**src/rtl/seq_pkg.sv**
```systemverilog
package seq_pkg;
  typedef enum logic [1:0] {
    PH_LOCK = 2'd0,
    PH_CAL  = 2'd1,
    PH_WAIT = 2'd2,
    PH_RUN  = 2'd3
  } phase_e;
endpackage

```
**src/rtl/cmp_filter.sv**
```systemverilog
module cmp_filter #(
  parameter int SYNC_STAGES = 2,
  parameter int DEB_LEN     = 4
) (
  input  logic clk,
  input  logic rst_n,
  input  logic raw,
  output logic filt
);
  localparam int CW = (DEB_LEN < 2) ? 1 : $clog2(DEB_LEN);

  logic [SYNC_STAGES-1:0] sync_q;
  logic [CW-1:0]          cnt_q, cnt_d;
  logic                   filt_q, filt_d;
  logic                   differs;

  // synchronizer chain
  generate
    if (SYNC_STAGES == 1) begin : g_one
      always_ff @(posedge clk or negedge rst_n) begin
        if (!rst_n) sync_q <= '0;
        else        sync_q <= raw;
      end
    end else begin : g_many
      always_ff @(posedge clk or negedge rst_n) begin
        if (!rst_n) sync_q <= '0;
        else        sync_q <= {sync_q[SYNC_STAGES-2:0], raw};
      end
    end
  endgenerate

  assign differs = sync_q[SYNC_STAGES-1] ^ filt_q;

  always_comb begin
    cnt_d  = '0;
    filt_d = filt_q;
    if (differs) begin
      if (cnt_q == CW'(DEB_LEN-1)) filt_d = sync_q[SYNC_STAGES-1];
      else                         cnt_d  = cnt_q + 1'b1;
    end
  end

  always_ff @(posedge clk or negedge rst_n) begin
    if (!rst_n) begin
      cnt_q  <= '0;
      filt_q <= 1'b0;
    end else begin
      cnt_q  <= cnt_d;
      filt_q <= filt_d;
    end
  end

  assign filt = filt_q;
endmodule

```
**src/rtl/cal_timer.sv**
```systemverilog
module cal_timer #(
  parameter int CAL_CYCLES = 32000
) (
  input  logic clk,
  input  logic rst_n,
  input  logic run,
  output logic done
);
  localparam int TW = $clog2(CAL_CYCLES + 1);

  logic [TW-1:0] cnt_q, cnt_d;

  assign done = run && (cnt_q == TW'(CAL_CYCLES - 1));

  always_comb begin
    if (run && !done) cnt_d = cnt_q + 1'b1;
    else              cnt_d = '0;
  end

  always_ff @(posedge clk or negedge rst_n) begin
    if (!rst_n) cnt_q <= '0;
    else        cnt_q <= cnt_d;
  end
endmodule

```
**src/rtl/seq_fsm.sv**
```systemverilog
module seq_fsm
  import seq_pkg::*;
(
  input  logic   clk,
  input  logic   rst_n,
  input  logic   trip_ok,
  input  logic   hyst_ok,
  input  logic   cal_done,
  input  logic   req,
  output phase_e phase
);
  phase_e phase_q, phase_d;
  logic   armed_q, armed_d;

  always_comb begin
    phase_d = phase_q;
    if (!trip_ok) begin
      phase_d = PH_LOCK;
    end else begin
      unique case (phase_q)
        PH_LOCK: if (hyst_ok)            phase_d = PH_CAL;
        PH_CAL:  if (cal_done)           phase_d = PH_WAIT;
        PH_WAIT: if (armed_q && !req)    phase_d = PH_RUN;
        PH_RUN:                          phase_d = PH_RUN;
        default:                         phase_d = PH_LOCK;
      endcase
    end
    armed_d = (phase_q == PH_WAIT && phase_d == PH_WAIT) ? (armed_q | req) : 1'b0;
  end

  always_ff @(posedge clk or negedge rst_n) begin
    if (!rst_n) begin
      phase_q <= PH_LOCK;
      armed_q <= 1'b0;
    end else begin
      phase_q <= phase_d;
      armed_q <= armed_d;
    end
  end

  assign phase = phase_q;
endmodule

```
**src/rtl/supply_start_seq.sv**
```systemverilog
module supply_start_seq
  import seq_pkg::*;
#(
  parameter int SYNC_STAGES = 2,
  parameter int DEB_LEN     = 4,
  parameter int CAL_CYCLES  = 32000
) (
  input  logic clk,
  input  logic rst_n,
  input  logic sup_above_trip,
  input  logic sup_above_hyst,
  input  logic rst_req,
  output logic lockout,
  output logic cal_busy,
  output logic inputs_enable,
  output logic outputs_valid
);
  localparam int NCMP = 2;

  logic [1:0]      rst_pipe;
  logic            rst_sync_n;
  logic [NCMP-1:0] cmp_raw, cmp_filt;
  logic            cal_done;
  phase_e          phase;

  // asynchronous assertion, synchronous release
  always_ff @(posedge clk or negedge rst_n) begin
    if (!rst_n) rst_pipe <= 2'b00;
    else        rst_pipe <= {rst_pipe[0], 1'b1};
  end
  assign rst_sync_n = rst_pipe[1];

  assign cmp_raw = {sup_above_hyst, sup_above_trip};

  generate
    for (genvar gi = 0; gi < NCMP; gi++) begin : g_cmp
      cmp_filter #(.SYNC_STAGES(SYNC_STAGES), .DEB_LEN(DEB_LEN)) u_filt (
        .clk  (clk),
        .rst_n(rst_sync_n),
        .raw  (cmp_raw[gi]),
        .filt (cmp_filt[gi])
      );
    end
  endgenerate

  cal_timer #(.CAL_CYCLES(CAL_CYCLES)) u_timer (
    .clk  (clk),
    .rst_n(rst_sync_n),
    .run  (phase == PH_CAL),
    .done (cal_done)
  );

  seq_fsm u_fsm (
    .clk     (clk),
    .rst_n   (rst_sync_n),
    .trip_ok (cmp_filt[0]),
    .hyst_ok (cmp_filt[1]),
    .cal_done(cal_done),
    .req     (rst_req),
    .phase   (phase)
  );

  assign lockout       = (phase == PH_LOCK);
  assign cal_busy      = (phase == PH_CAL);
  assign inputs_enable = (phase == PH_WAIT) || (phase == PH_RUN);
  assign outputs_valid = (phase == PH_RUN);
endmodule

```
**config.mk**
```make
export PLATFORM = sky130hd
export DESIGN_NAME = supply_start_seq
export DESIGN_NICKNAME = d
export VERILOG_FILES = /design/src/rtl/seq_pkg.sv /design/src/rtl/cmp_filter.sv /design/src/rtl/cal_timer.sv /design/src/rtl/seq_fsm.sv /design/src/rtl/supply_start_seq.sv
export SDC_FILE = /design/constraint.sdc
export NUM_CORES = 1
export LEC_CHECK = 0
export BUFFER_PORTS_ARGS = -buffer_cell sky130_fd_sc_hd__clkbuf_2
export CAP_MARGIN = 0
export CORE_MARGIN = 3
export CORE_UTILIZATION = 35
export CTS_CLUSTER_DIAMETER = 30
export DETAILED_ROUTE_END_ITERATION = 8
export GPL_TIMING_DRIVEN = 0
export PLACE_DENSITY = 0.58
export SLEW_MARGIN = 20
export SYNTH_ARGS = -nofsm -noshare
export SYNTH_HDL_FRONTEND = slang
export SYNTH_HIERARCHICAL = 1
export SYNTH_SLANG_ARGS = --single-unit
```
**constraint.sdc**
```tcl
create_clock -name clk -period 2.81 [get_ports clk]
set_input_delay 0.562 -clock clk [delete_from_list [all_inputs] [get_ports clk]]
set_output_delay 0.562 -clock clk [all_outputs]
set_load 0.005 [all_outputs]
```
### Yosys cells after proc, flatten, opt, wreduce, memory -nomap -nowiden

Cells that the tools add are included.

* register bits: 30
* bits in latches: 0
* memories: 0
* bits in writable memories: 0
* logic and storage cells: 44
* bits in read-only memories: 0
* bits of input ports: 5

* order comparisons: 0
* reductions and logical operators: 10
* mux-type cells: 11
* add/sub/neg operators: 3
* shift operators: 0
* multipliers: 0
* equal/unequal tests: 7
* bitwise logic cells: 3
* div/mod/pow operators: 0

Operators with widths (number)
* two-way mux 2 bit: 8
* adder 15 x 1 -> 15 bit (second input constant): 1
* == test 15 bit (second input constant): 1
* two-way mux 15 bit: 1
* == test 2 bit (second input constant): 5
* case mux 2 bit (4 select lines): 1
* adder 2 x 1 -> 2 bit (second input constant): 2
* logical AND 1 bit: 4
* AND reduction 2 bit: 2
* == test 2 x 1 -> 1 bit (second input constant): 1
* zero test 1 bit: 2
* zero test 2 bit: 1
* bitwise XOR 1 bit: 2
* logical OR 1 bit: 1
* two-way mux 1 bit: 1
* bitwise OR 1 bit: 1

### Logic depth before layout (Yosys ltp)

Gate-level depths: netlist (run 1).

* word-level depth: 8
* gate-level depth with buffers: 7

### Modules after synthesis

Netlist (run 1), hierarchy kept.

By module, submodules not included
* cal_timer: cells an instance 78, seq. area each 375.4 um2, area each 804.5 um2, instances 1
* cmp_filter: cells an instance 10, seq. area each 125.1 um2, area each 173.9 um2, instances 2
* seq_fsm: cells an instance 12, seq. area each 75.1 um2, area each 127.6 um2, instances 1
* supply_start_seq: cells an instance 7, seq. area each 50.0 um2, area each 73.8 um2, instances 1

### Worst setup path before layout (run 1)

OpenSTA, ideal clock, no wires.

* path type: register to register
* start: register u_timer.cnt_q[0]
* end: register u_fsm.phase_q[0], in the netlist u_fsm/phase[0]
* clock period less this slack: 1.682 ns
* required time: 2.690 ns
* data arrival time: 1.561 ns
* cell stages (with the launch flop): 8
* path slack: 1.128 ns
* path buffers: 0
* setup time: 0.120 ns
* path through: dfrtp_1 ha_1 nand4_4 nand2b_4 nor4_1 and2_1 a21oi_1 o211a_1

* word-level cells in the longest chain between the ends: 5

RTL lines
* from (decl): line cal_timer.sv:11 `logic [TW-1:0] cnt_q, cnt_d;`
* from (signal assigned): line cal_timer.sv:22 `else cnt_q <= cnt_d;`
* == test 15 bit: line cal_timer.sv:13 `assign done = run && (cnt_q == TW'(CAL_CYCLES - 1));`
* logical AND 1 bit: line cal_timer.sv:13
* via cal_done: line supply_start_seq.sv:23 `logic cal_done;`
* two-way mux 2 bit: line seq_fsm.sv:22 `PH_CAL: if (cal_done) phase_d = PH_WAIT;`
* case mux 2 bit (4 select lines): line seq_fsm.sv:20 `unique case (phase_q)`
* two-way mux 2 bit: line seq_fsm.sv:17 `if (!trip_ok) begin`
* via u_fsm.phase_d[0]: line seq_fsm.sv:12 `phase_e phase_q, phase_d;`
* to (signal assigned): line seq_fsm.sv:36 `phase_q <= phase_d;`
* to (decl): line seq_fsm.sv:12

The timed path passes the listed nets, and every way through them passes these cells.
A chain may end at the register's enable or synchronous reset.

### Final worst setup path (run 1)

* start: register u_timer.cnt_q[0]
* end: register u_timer.cnt_q[8]

* word-level cells in the longest chain between the ends: 5
* elaborated cells on any way between the ends: 6
* classes of those cells: 1 x add/sub; 1 x eq/ne; 1 x mux; 3 x reduce/logical

RTL lines
* parallel branches: the longest is 4 deep, another holds adder 15 x 1 -> 15 bit
* two-way mux 15 bit (*): line cal_timer.sv:16 `if (run && !done) cnt_d = cnt_q + 1'b1;`
* via u_timer.cnt_d[8]: line cal_timer.sv:11

Mark *: on every way through the listed nets, which the timed path passes.

==> impl_metrics.py, run 1 <==
metrics = {
    "status": {
        "outcome": "finished, final reports clean",
    },
    "clocking": {
        "clkTransAtPathRegs_ns": 0.06,
        "clockBufferDepth": 2,
        "post-cts-setup-buffers": 0,
        "ctsHoldBuffers": 0,
        "cts_resized": 0,
        "clock_latency_ns": 0.28,
        "clkSinkCount": 30,
        "cts_tree": "built",
        "clockRootBuffer": "clkbuf_8",
        "cts_max_level": 2,
        "numCtsBuffers": 5,
    },
    "sta": {
        "fin_tns_setup_ns": 0,
        "fmax_mhz": 525.8,
        "clock_skew_ns": 0.005172,
        "finalHoldViolCount": 0,
        "worst_pin_slew_ns": 0.5988,
        "slew_violations": 0,
        "relSlewSlack_pct": 60.08,
        "rsz0062_at_grt": "no",
        "fin_crit_sh_pct": 67.68,
        "finalSetupViolCount": 0,
        "layout_min_cycle_time_ns": 1.902,
    },
    "power": {
        "ir_worst_vdd_v": 0.0003048,
        "leakage_nw": 0.6932,
        "cellPowerDensity_mw_per_mm2": 701.1,
    },
    "yosys": {
        "synthesis.area_mm2": 0.001354,
        "synth_ff_type": "dfrtp_1",
        "ys_ff_latch": 30,
        "ys_seq_area_share_pct": 55.45,
        "synth_top_family_by_area": "simple AND/OR/NAND/NOR gates",
        "syn_area_per_cell_um2": 11.57,
        "synth_xor_area_share_pct": 9.057,
        "syn_nets": 125,
        "synth_adder_area_share_pct": 2.773,
        "yosys_warnings": 6,
        "synth_edf_count": 0,
        "synth_top_area_share_pct": 55.45,
        "yosys.area.top_type": "dfrtp_1",
        "synth-async-reset-ratio_pct": 100.0,
        "synth_most_common_cell": "dfrtp_1",
        "synth-compound-area-share_pct": 5.176,
        "syn_inst": 117,
        "synth_simple_gate_area_share_pct": 22.83,
        "synthMuxAreaShare_pct": 1.664,
        "synth.distinct_cells": 32,
        "synth_area_leaders": "dfrtp_1, xnor2_1, nor2_1, xor2_1, ha_1",
        "synth_common_cells": "dfrtp_1, nor2_1, xnor2_1",
    },
    "critical_path": {
        "arrival_ns": 2.07,
        "cp-end-kind": "flip-flop",
        "start_kind": "flip-flop",
        "cp-startpoint": "u_timer/cnt_q[0]",
        "critPathKind": "reg -> reg",
        "worst-path-max-fanout": 10,
        "reg2reg_from": "u_timer/cnt_q[0]",
        "critical_path_required_ns": 2.98,
    },
    "drt": {
        "drt-total-wl_um": 2090,
        "viasPerCell": 4.682,
        "firstDrtPassIters": 3,
        "drcViolationCount": 0,
        "vias": 838,
        "avgRoutedWirePerCell_um": 11.68,
        "drt_iter0_markers": 64,
        "ant_nets": 0,
    },
    "grt": {
        "grt_pass1_wl_um": 3829,
        "grt_max_degree": 29,
        "grt-ovfl-total": 0,
        "grt_use_met2_pct": 16.61,
        "grt_pass1_vias": 871,
        "gr-usage-met3_pct": 4.105,
        "busiest_layer": "met2",
        "use_met1_pct": 13.95,
        "grt_usage_pct": 11.77,
        "antenna_found_initial": 0,
    },
    "die": {
        "coreArea_mm2": 0.003521,
        "ios": 9,
        "die_h_um": 68.20,
        "rows": 21,
        "start_util_pct": 38.45,
        "die_area_mm2": 0.004651,
        "die_w_um": 68.20,
    },
    "finish": {
        "final_area_mm2": 0.001544,
        "drive_above_1_share_pct": 21.05,
        "fillers": 344,
        "multiInputGateArea_um2": 565.5,
        "area_growth_pct": 14.05,
        "seq_area_um2": 752.0,
        "antenna_cells": 0,
        "nets": 140,
    },
    "place": {
        "place.gp.congestion": 0.7429,
        "dpl_cell_area_mm2": 0.001451,
        "port_buffers": 8,
        "place_hpwl_um": 1513,
    },
    "worst_hold_path": {
        "hp-class": "in -> async",
    },
    "job": {
        "drv_cap": 0,
    },
}
-- final cells by class --
class / count / area share (%)
Inverter: 4 / 0.9724
Sequential cell: 30 / 48.70
Clock buffer: 7 / 5.592
Clock inverter: 1 / 0.3241
Tap cell: 46 / 3.728
Multi-Input combinational cell: 80 / 36.63
Timing Repair Buffer: 8 / 2.593
Buffer: 3 / 1.459
-- final timing paths --
path | slack, ns | end | cells past startpoint
setup / recovery | 0.91 | u_timer/cnt_q[8] | 6
hold / removal | 0.06 | rst_pipe[0] | 1
setup reg to reg | 0.91 | u_timer/cnt_q[8] | 6
hold reg to reg | 0.28 | u_timer/cnt_q[9] | 0
max in group asynchronous | 2.13 | g_cmp[0].u_filt/sync_q[1] | 0
min in group clk | 0.35 | rst_pipe[1] | 0
-- through the flow --
step / hold slack, ns / setup WS, ns / utilization (%) / cells / total power, mW
floorplan: 0.2664 / 1.128 / - / 117 / 0.6917
global placement: 0.3341 / 0.9220 / 41.22 / 171 / 0.7387
detailed placement: 0.3347 / 0.9044 / 41.22 / 171 / 0.7490
CTS: 0.04508 / 0.8913 / 43.82 / 179 / 1.108
global route: 0.04180 / 0.8011 / 43.85 / 179 / 1.153
finish: 0.05796 / 0.9081 / 43.85 / 179 / 1.082
-- worst max-delay path: stages, from the launching register on --
cell and delay [ns]:
dfrtp_1 0.41, ha_1 0.28, nand4_4 0.16, nand2b_4 0.20, o41ai_4 0.48, buf_6 0.20
nor2_1 0.06
-- kinds of logic after synthesis --
group,after synthesis
xor gates and xnor gates,14
other,1
muxes,2
buffers and inverters,7
adders and majority gates,3
DFF,30
AOI/OAI and AO/OA,7
and+or+nand+nor,53
-- layer usage --
layer,wire length (um),up-vias
met1,999,403
li1,-,424
met4,32,0
met5,0,-
met3,79,4
met2,978,7
-- power breakdown --
part | leakage [nW] | switching [mW] | internal (mW) | total, mW
registers | 0.394 | 0.0579 | 0.490 | 0.548
clock network | 0.0482 | 0.151 | 0.197 | 0.348
logic | 0.251 | 0.0875 | 0.0992 | 0.187
total | 0.693 | 0.296 | 0.786 | 1.08
-- registers in the layout (all words and copies together) (netlist names) --
| register | cells |
|---|---|
| g_cmp.u_filt/filt | 2 |
| g_cmp.u_filt/sync_q | 4 |
| u_fsm/phase | 2 |
| g_cmp.u_filt/cnt_q | 4 |
| u_timer/cnt_q | 15 |
| rst_pipe | 2 |
| u_fsm/armed_q | 1 |
-- placed cells by master, fill, tap and decap left out, types with 2 or more instances in the layout --
cell	synthesis	routed
dfrtp_1	30	29
nor2_1	17	17
xnor2_1	9	9
clkbuf_2	0	8
nor2b_1	6	6
clkbuf_8	0	6
nand4_1	5	5
nand3_1	5	5
xor2_1	5	5
inv_1	4	4
nand2_1	4	4
ha_1	3	3
nor4_1	3	3
and2_1	2	2
clkbuf_1	1	2
nor3_2	2	2
mux2_2	2	2
a21oi_1	2	2
and3_2	2	2
Power figures use the tool's default switching activity.
==> run 2: changes to the inputs <==
==> constraint.sdc (replaced) <==
create_clock -name clk -period 1.8 [get_ports clk]
set_input_delay 0.36 -clock clk [delete_from_list [all_inputs] [get_ports clk]]
set_output_delay 0.36 -clock clk [all_outputs]
set_load 0.005 [all_outputs]
==> run 2 against run 1 <==
Net effect:
- count of clock-buffer cells in the layout stayed put
- clock power is 56% higher
- clock skew is 0.00051 ns higher
- sequential share of layout area is 1.7 points lower
- die area stayed put
- cell count is 2.8% higher
- worst hold slack better by 0.13 ns
- register-to-register slack worse by 0.80 ns
- critical endpoint is now u_fsm/phase[0]
- largest cell class unchanged
==> impl_metrics.py, run 2 (synthesis gave the netlist of run 1 again) <==
metrics = {
    "critical_path": {
        "r2r_slack_ns": 0.11,
        "r2r_end": "u_fsm/phase[0]",
        "cp-end-kind": "flip-flop",
        "cp-startpoint": "u_timer/cnt_q[0]",
        "reg2reg_depth": 7,
        "start_kind": "flip-flop",
        "critical_path_required_ns": 1.97,
        "worstSetupEndpoint": "u_fsm/phase[0]",
        "worst-path-max-fanout": 5,
        "arrival_ns": 1.86,
        "reg2reg_from": "u_timer/cnt_q[0]",
        "critPathKind": "reg -> reg",
    },
    "power": {
        "ir_worst_vdd_v": 0.0004618,
        "leakage_nw": 0.7142,
        "cellPowerDensity_mw_per_mm2": 1079,
    },
    "drt": {
        "drcViolationCount": 0,
        "drt-total-wl_um": 2142,
        "avgRoutedWirePerCell_um": 11.64,
        "viasPerCell": 4.696,
        "firstDrtPassIters": 4,
        "vias": 864,
        "ant_nets": 0,
        "drt_iter0_markers": 54,
    },
    "worst_hold_path": {
        "hp-class": "in -> reg",
    },
    "finish": {
        "nets": 145,
        "area_growth_pct": 18.48,
        "mostFrequentLayoutCells": "dfrtp_1, nor2_1, xnor2_1",
        "top_regs": "u_timer/cnt_q (15), g_cmp.u_filt/cnt_q (4), g_cmp.u_filt/sync_q (4)",
        "antenna_cells": 0,
        "largest_register": "u_timer/cnt_q",
        "final_common_cell": "dfrtp_1",
        "final_util_pct": 45.56,
        "largest_reg_flops": 15,
        "drive_above_1_share_pct": 25.36,
    },
    "sta": {
        "worst_pin_slew_ns": 0.5937,
        "fin_crit_sh_pct": 94.16,
        "finalHoldViolCount": 0,
        "finalSetupViolCount": 0,
        "timing.hold.ws_ns": 0.1861,
        "setup_ws_ns": 0.1051,
        "slew_violations": 0,
        "clock_skew_ns": 0.005677,
        "fmax_mhz": 590.0,
        "layout_min_cycle_time_ns": 1.695,
        "rsz0062_at_grt": "no",
        "relSlewSlack_pct": 60.42,
    },
    "status": {
        "outcome": "finished, final reports clean",
    },
    "clocking": {
        "cts_max_level": 2,
        "numCtsBuffers": 5,
        "clkTransAtPathRegs_ns": 0.06,
        "clockRootBuffer": "clkbuf_8",
        "clockBufferDepth": 2,
        "clkSinkCount": 30,
        "cts_tree": "built",
        "clock_latency_ns": 0.28,
    },
    "grt": {
        "grt_pass1_vias": 884,
        "grt_pass1_wl_um": 3864,
        "grt_usage_pct": 11.90,
        "grt_max_degree": 29,
        "antenna_found_initial": 0,
        "grt-ovfl-total": 0,
    },
    "die": {
        "die_h_um": 68.20,
        "ios": 9,
        "die_area_mm2": 0.004651,
        "coreArea_mm2": 0.003521,
        "start_util_pct": 38.45,
        "rows": 21,
        "die_w_um": 68.20,
    },
    "place": {
        "dp_slack_ns": -0.1056,
        "place_hpwl_um": 1513,
        "place.gp.congestion": 0.7429,
        "port_buffers": 8,
    },
    "job": {
        "drv_cap": 0,
    },
}
run 2: layout make-up:
| class | instances | area (um2) |
|---|---|---|
| buffer | 3 | 22.52 |
| clock buffer | 7 | 86.33 |
| clock inverter | 1 | 5.005 |
| fill | 335 | 1917 |
| inverter | 4 | 15.01 |
| multi-input combinational | 80 | 584.3 |
| sequential | 30 | 753.2 |
| tap | 46 | 57.56 |
| timing repair buffer | 13 | 80.08 |
run 2: worst min-delay path by stage:
stage,startpoint,endpoint,slack (ns),cells past startpoint
2_1_floorplan,rst_n,rst_pipe[0],0.06,0
3_3_place_gp,rst_n,rst_pipe[0],0.15,1
3_5_place_dp,rst_n,rst_pipe[0],0.15,1
4_1_cts,sup_above_hyst,g_cmp[1].u_filt/sync_q[0],0.17,1
5_1_grt,sup_above_hyst,g_cmp[1].u_filt/sync_q[0],0.18,1
6_report,sup_above_hyst,g_cmp[1].u_filt/sync_q[0],0.19,1
run 2: worst max-delay path, cell delays in order (launching register included):
cell and delay (ns):
dfrtp_2 0.40, ha_4 0.16, nand4_4 0.14, nand2b_4 0.20, nor4_2 0.24, and2_1 0.18
a21oi_1 0.07, o211a_1 0.20
run 2: metal layers:
metal  part of all wire (%)  global-route usage, %  vias up  wire length (um)
li1                       -                      -      437                 -
met1                     46                  13.95      413               986
met2                     48                  17.21       10              1025
met3                    4.5                  3.941        4                97
met4                    1.5                  10.42        0                32
met5                      0                      0        -                 0
run 2: power breakdown:
| group | switching [mW] | leakage (nW) | internal [mW] |
|---|---|---|---|
| combinational | 0.147 | 0.274 | 0.182 |
| sequential | 0.0916 | 0.392 | 0.767 |
| clock | 0.235 | 0.0482 | 0.308 |
run 2: timing repair:
action                                  CTS  global route
buffers inserted                          0             4
endpoints found under the hold margin     2             0
gates resized for setup                   3             1
pin swaps                                 1             1
endpoints found under the setup margin   11             2
hold buffers                              1             0
run 2: stage by stage:
stage / total power [mW] / setup TNS, ns / cell area (um2) / instances
final: 1.731 / 0 / 1604 / 184
after global routing: 1.846 / 0 / 1604 / 184
after CTS: 1.747 / 0 / 1567 / 180
after detailed placement: 1.169 / -1.064 / 1451 / 171
after global placement: 1.153 / -0.9057 / 1451 / 171
after floorplan: 1.080 / 0 / 1354 / 117
==> run 3: changes to the inputs <==
--- a/config.mk
+++ b/config.mk
@@ -16,5 +16,4 @@
 export SLEW_MARGIN = 20
 export SYNTH_ARGS = -nofsm -noshare
 export SYNTH_HDL_FRONTEND = slang
-export SYNTH_HIERARCHICAL = 1
 export SYNTH_SLANG_ARGS = --single-unit
==> run 3 against run 2 <==
Net effect:
- total power rose by 1.4%
- die area fell by 3.9%
- synthesized cell count down 7.7%
- sequential share of layout area is 3.2 points higher
- combinational power up 3%
- fmax up 4.6%
- via count is 4.5% lower
- register-to-register slack better by 0.07 ns
- worst hold slack got worse by 0.0022 ns
- routed wire length down 6.9%
==> impl_metrics.py, run 3 <==
metrics = {
    "sta": {
        "setup_ws_ns": 0.1789,
        "clock_skew_ns": 0.004332,
        "fin_tns_setup_ns": 0,
        "fmax_mhz": 616.9,
        "finalHoldViolCount": 0,
        "finalSetupViolCount": 0,
        "rsz0062_at_grt": "no",
        "layout_min_cycle_time_ns": 1.621,
        "slew_violations": 0,
        "relSlewSlack_pct": 60.13,
        "fin_crit_sh_pct": 90.06,
        "worst_pin_slew_ns": 0.5981,
    },
    "clocking": {
        "numCtsBuffers": 5,
        "clockBufferDepth": 2,
        "cts_max_level": 2,
        "post-cts-setup-buffers": 0,
        "clkTransAtPathRegs_ns": 0.06,
        "cts_tree": "built",
        "clockRootBuffer": "clkbuf_8",
        "clkSinkCount": 30,
        "clock_latency_ns": 0.28,
    },
    "die": {
        "die_h_um": 66.86,
        "rows": 21,
        "die_area_mm2": 0.004470,
        "coreArea_mm2": 0.003442,
        "ios": 9,
        "die_w_um": 66.86,
        "start_util_pct": 37.66,
    },
    "yosys": {
        "ys_seq_area_share_pct": 57.92,
        "yosys.area.top_type": "dfrtp_1",
        "synth_top_area_share_pct": 57.92,
        "ys_ff_latch": 30,
        "synth_ff_type": "dfrtp_1",
        "syn_area_per_cell_um2": 12.00,
        "synth_most_common_cell": "dfrtp_1",
        "synth.distinct_cells": 26,
        "syn_inst": 108,
        "synth_common_cells": "dfrtp_1, nor2_1, xor2_1",
        "syn_nets": 116,
        "synth_edf_count": 0,
        "synth_area_leaders": "dfrtp_1, xor2_1, nor2_1, ha_1, xnor2_1",
        "synthesis.area_mm2": 0.001296,
        "yosys_warnings": 0,
        "synth-async-reset-ratio_pct": 100.0,
    },
    "critical_path": {
        "start_kind": "flip-flop",
        "arrival_ns": 1.79,
        "cp-end-kind": "flip-flop",
        "crit_chain": "ha_1, clkbuf_1, and4_4, a31o_4, buf_6, nor2_1",
        "critical_path_required_ns": 1.97,
        "slowest_stage": "dfrtp_1",
        "max_stage_delay_ns": 0.36,
        "worst-path-max-fanout": 10,
        "critPathKind": "reg -> reg",
    },
    "power": {
        "power_mw": 1.755,
        "ir_worst_vdd_v": 0.0004176,
        "cellPowerDensity_mw_per_mm2": 1170,
        "leakage_nw": 0.6843,
    },
    "finish": {
        "multiInputGateArea_um2": 504.2,
        "antenna_cells": 0,
        "seq_area_um2": 752.0,
        "largest_reg_flops": 15,
        "drive_above_1_share_pct": 19.20,
        "area_growth_pct": 15.73,
        "final_util_pct": 43.58,
        "top_regs": "u_timer.cnt_q (15), g_cmp.u_filt.cnt_q (4), g_cmp.u_filt.sync_q (4)",
        "final_area_mm2": 0.001500,
        "fillers": 344,
        "nets": 132,
        "final_common_cell": "dfrtp_1",
        "mostFrequentLayoutCells": "dfrtp_1, nor2_1, xor2_1",
        "largest_register": "u_timer.cnt_q",
    },
    "place": {
        "port_buffers": 8,
        "place.gp.congestion": 0.7145,
        "dp_slack_ns": 0.1827,
        "place_hpwl_um": 1426,
        "dpl_cell_area_mm2": 0.001394,
    },
    "job": {
        "drv_cap": 0,
    },
    "grt": {
        "grt_max_degree": 29,
        "grt_usage_pct": 11.53,
        "antenna_found_initial": 0,
        "grt-ovfl-total": 0,
        "grt_pass1_wl_um": 3712,
        "grt_pass1_vias": 862,
    },
    "drt": {
        "drt-total-wl_um": 1995,
        "ant_nets": 0,
        "avgRoutedWirePerCell_um": 11.67,
        "drt_iter0_markers": 12,
        "viasPerCell": 4.825,
        "firstDrtPassIters": 4,
        "drcViolationCount": 0,
        "vias": 825,
    },
    "status": {
        "outcome": "finished, final reports clean",
    },
    "worst_hold_path": {
        "hp-class": "in -> reg",
    },
}
[run 3: cell count changes in the layout (fill, tap and decap cells not counted), sizes merged, moves of 3 or more]
cell	delta
and4	+3
xnor2	-5
buf	-4
nor2b	-3
xor2	+6
nor4	-3
[run 3: cell families after synthesis]
kind of cell | Yosys count | share of synthesized area, %
and+or+nand+nor | 46 | 20.85
DFF | 30 | 57.92
xor gates and xnor gates | 15 | 10.13
buffers and inverters | 7 | 3.185
AOI/OAI and AO/OA | 4 | 2.993
adders and majority gates | 3 | 2.896
muxes | 2 | 1.737
other | 1 | 0.2893
[run 3: timing repair]
action	CTS	global route
gates resized for setup	0	0
hold endpoints to repair	2	0
hold buffers	1	0
[run 3: layout make-up]
type | count | area share, %
clock inverters | 2 | 0.8340
flip-flops and latches | 30 | 50.13
well taps | 46 | 3.837
clock buffers | 6 | 5.505
inverters | 2 | 0.5004
multi-input cells | 71 | 33.61
repair buffers | 9 | 3.336
plain buffers | 5 | 2.252
[run 3: final timing paths]
| check | start | endpoint | slack [ns] | cells after the start |
|---|---|---|---|---|
| worst min-delay path | sup_above_hyst | g_cmp[1].u_filt.sync_q[0] | 0.18 | 1 |
| worst min register to register | rst_pipe[1] | g_cmp[1].u_filt.cnt_q[0] | 0.28 | 0 |
| worst max-delay path | u_timer.cnt_q[0] | u_timer.cnt_q[8] | 0.18 | 6 |
| min in group asynchronous | rst_pipe[1] | g_cmp[1].u_filt.cnt_q[0] | 0.28 | 0 |
| worst max register to register | u_timer.cnt_q[0] | u_timer.cnt_q[8] | 0.18 | 6 |
| max in group asynchronous | rst_pipe[1] | u_timer.cnt_q[12] | 1.13 | 0 |
[run 3: metal layers]
metal | global-route usage, % | share of wire [%]
met1 | 12.43 | 43
met2 | 18.94 | 49
met4 | 6.835 | 3.0
met5 | 0 | 0
met3 | 4.553 | 4.1
[run 3: worst max-delay path: cells and delay by family (launching register included)]
| kind | cells | cell delay [ns] |
|---|---|---|
| buffers and inverters | 2 | 0.43 |
| and+or+nand+nor | 2 | 0.37 |
| AOI/OAI and AO/OA | 1 | 0.19 |
| DFF | 1 | 0.36 |
| adders and majority gates | 1 | 0.15 |
[run 3: through the flow]
stage	instances	hold WS [ns]
6_report	171	0.1838
4_1_cts	171	0.1721
5_1_grt	171	0.1727
2_1_floorplan	108	0.06441
3_5_place_dp	162	0.1460
3_3_place_gp	162	0.1479
[run 3: power by group]
| group | leakage, nW | internal [mW] | switching (mW) | total [mW] |
|---|---|---|---|---|
| Combinational | 0.244 | 0.177 | 0.162 | 0.339 |
| Clock | 0.0472 | 0.306 | 0.243 | 0.549 |
| Sequential | 0.394 | 0.775 | 0.0921 | 0.867 |
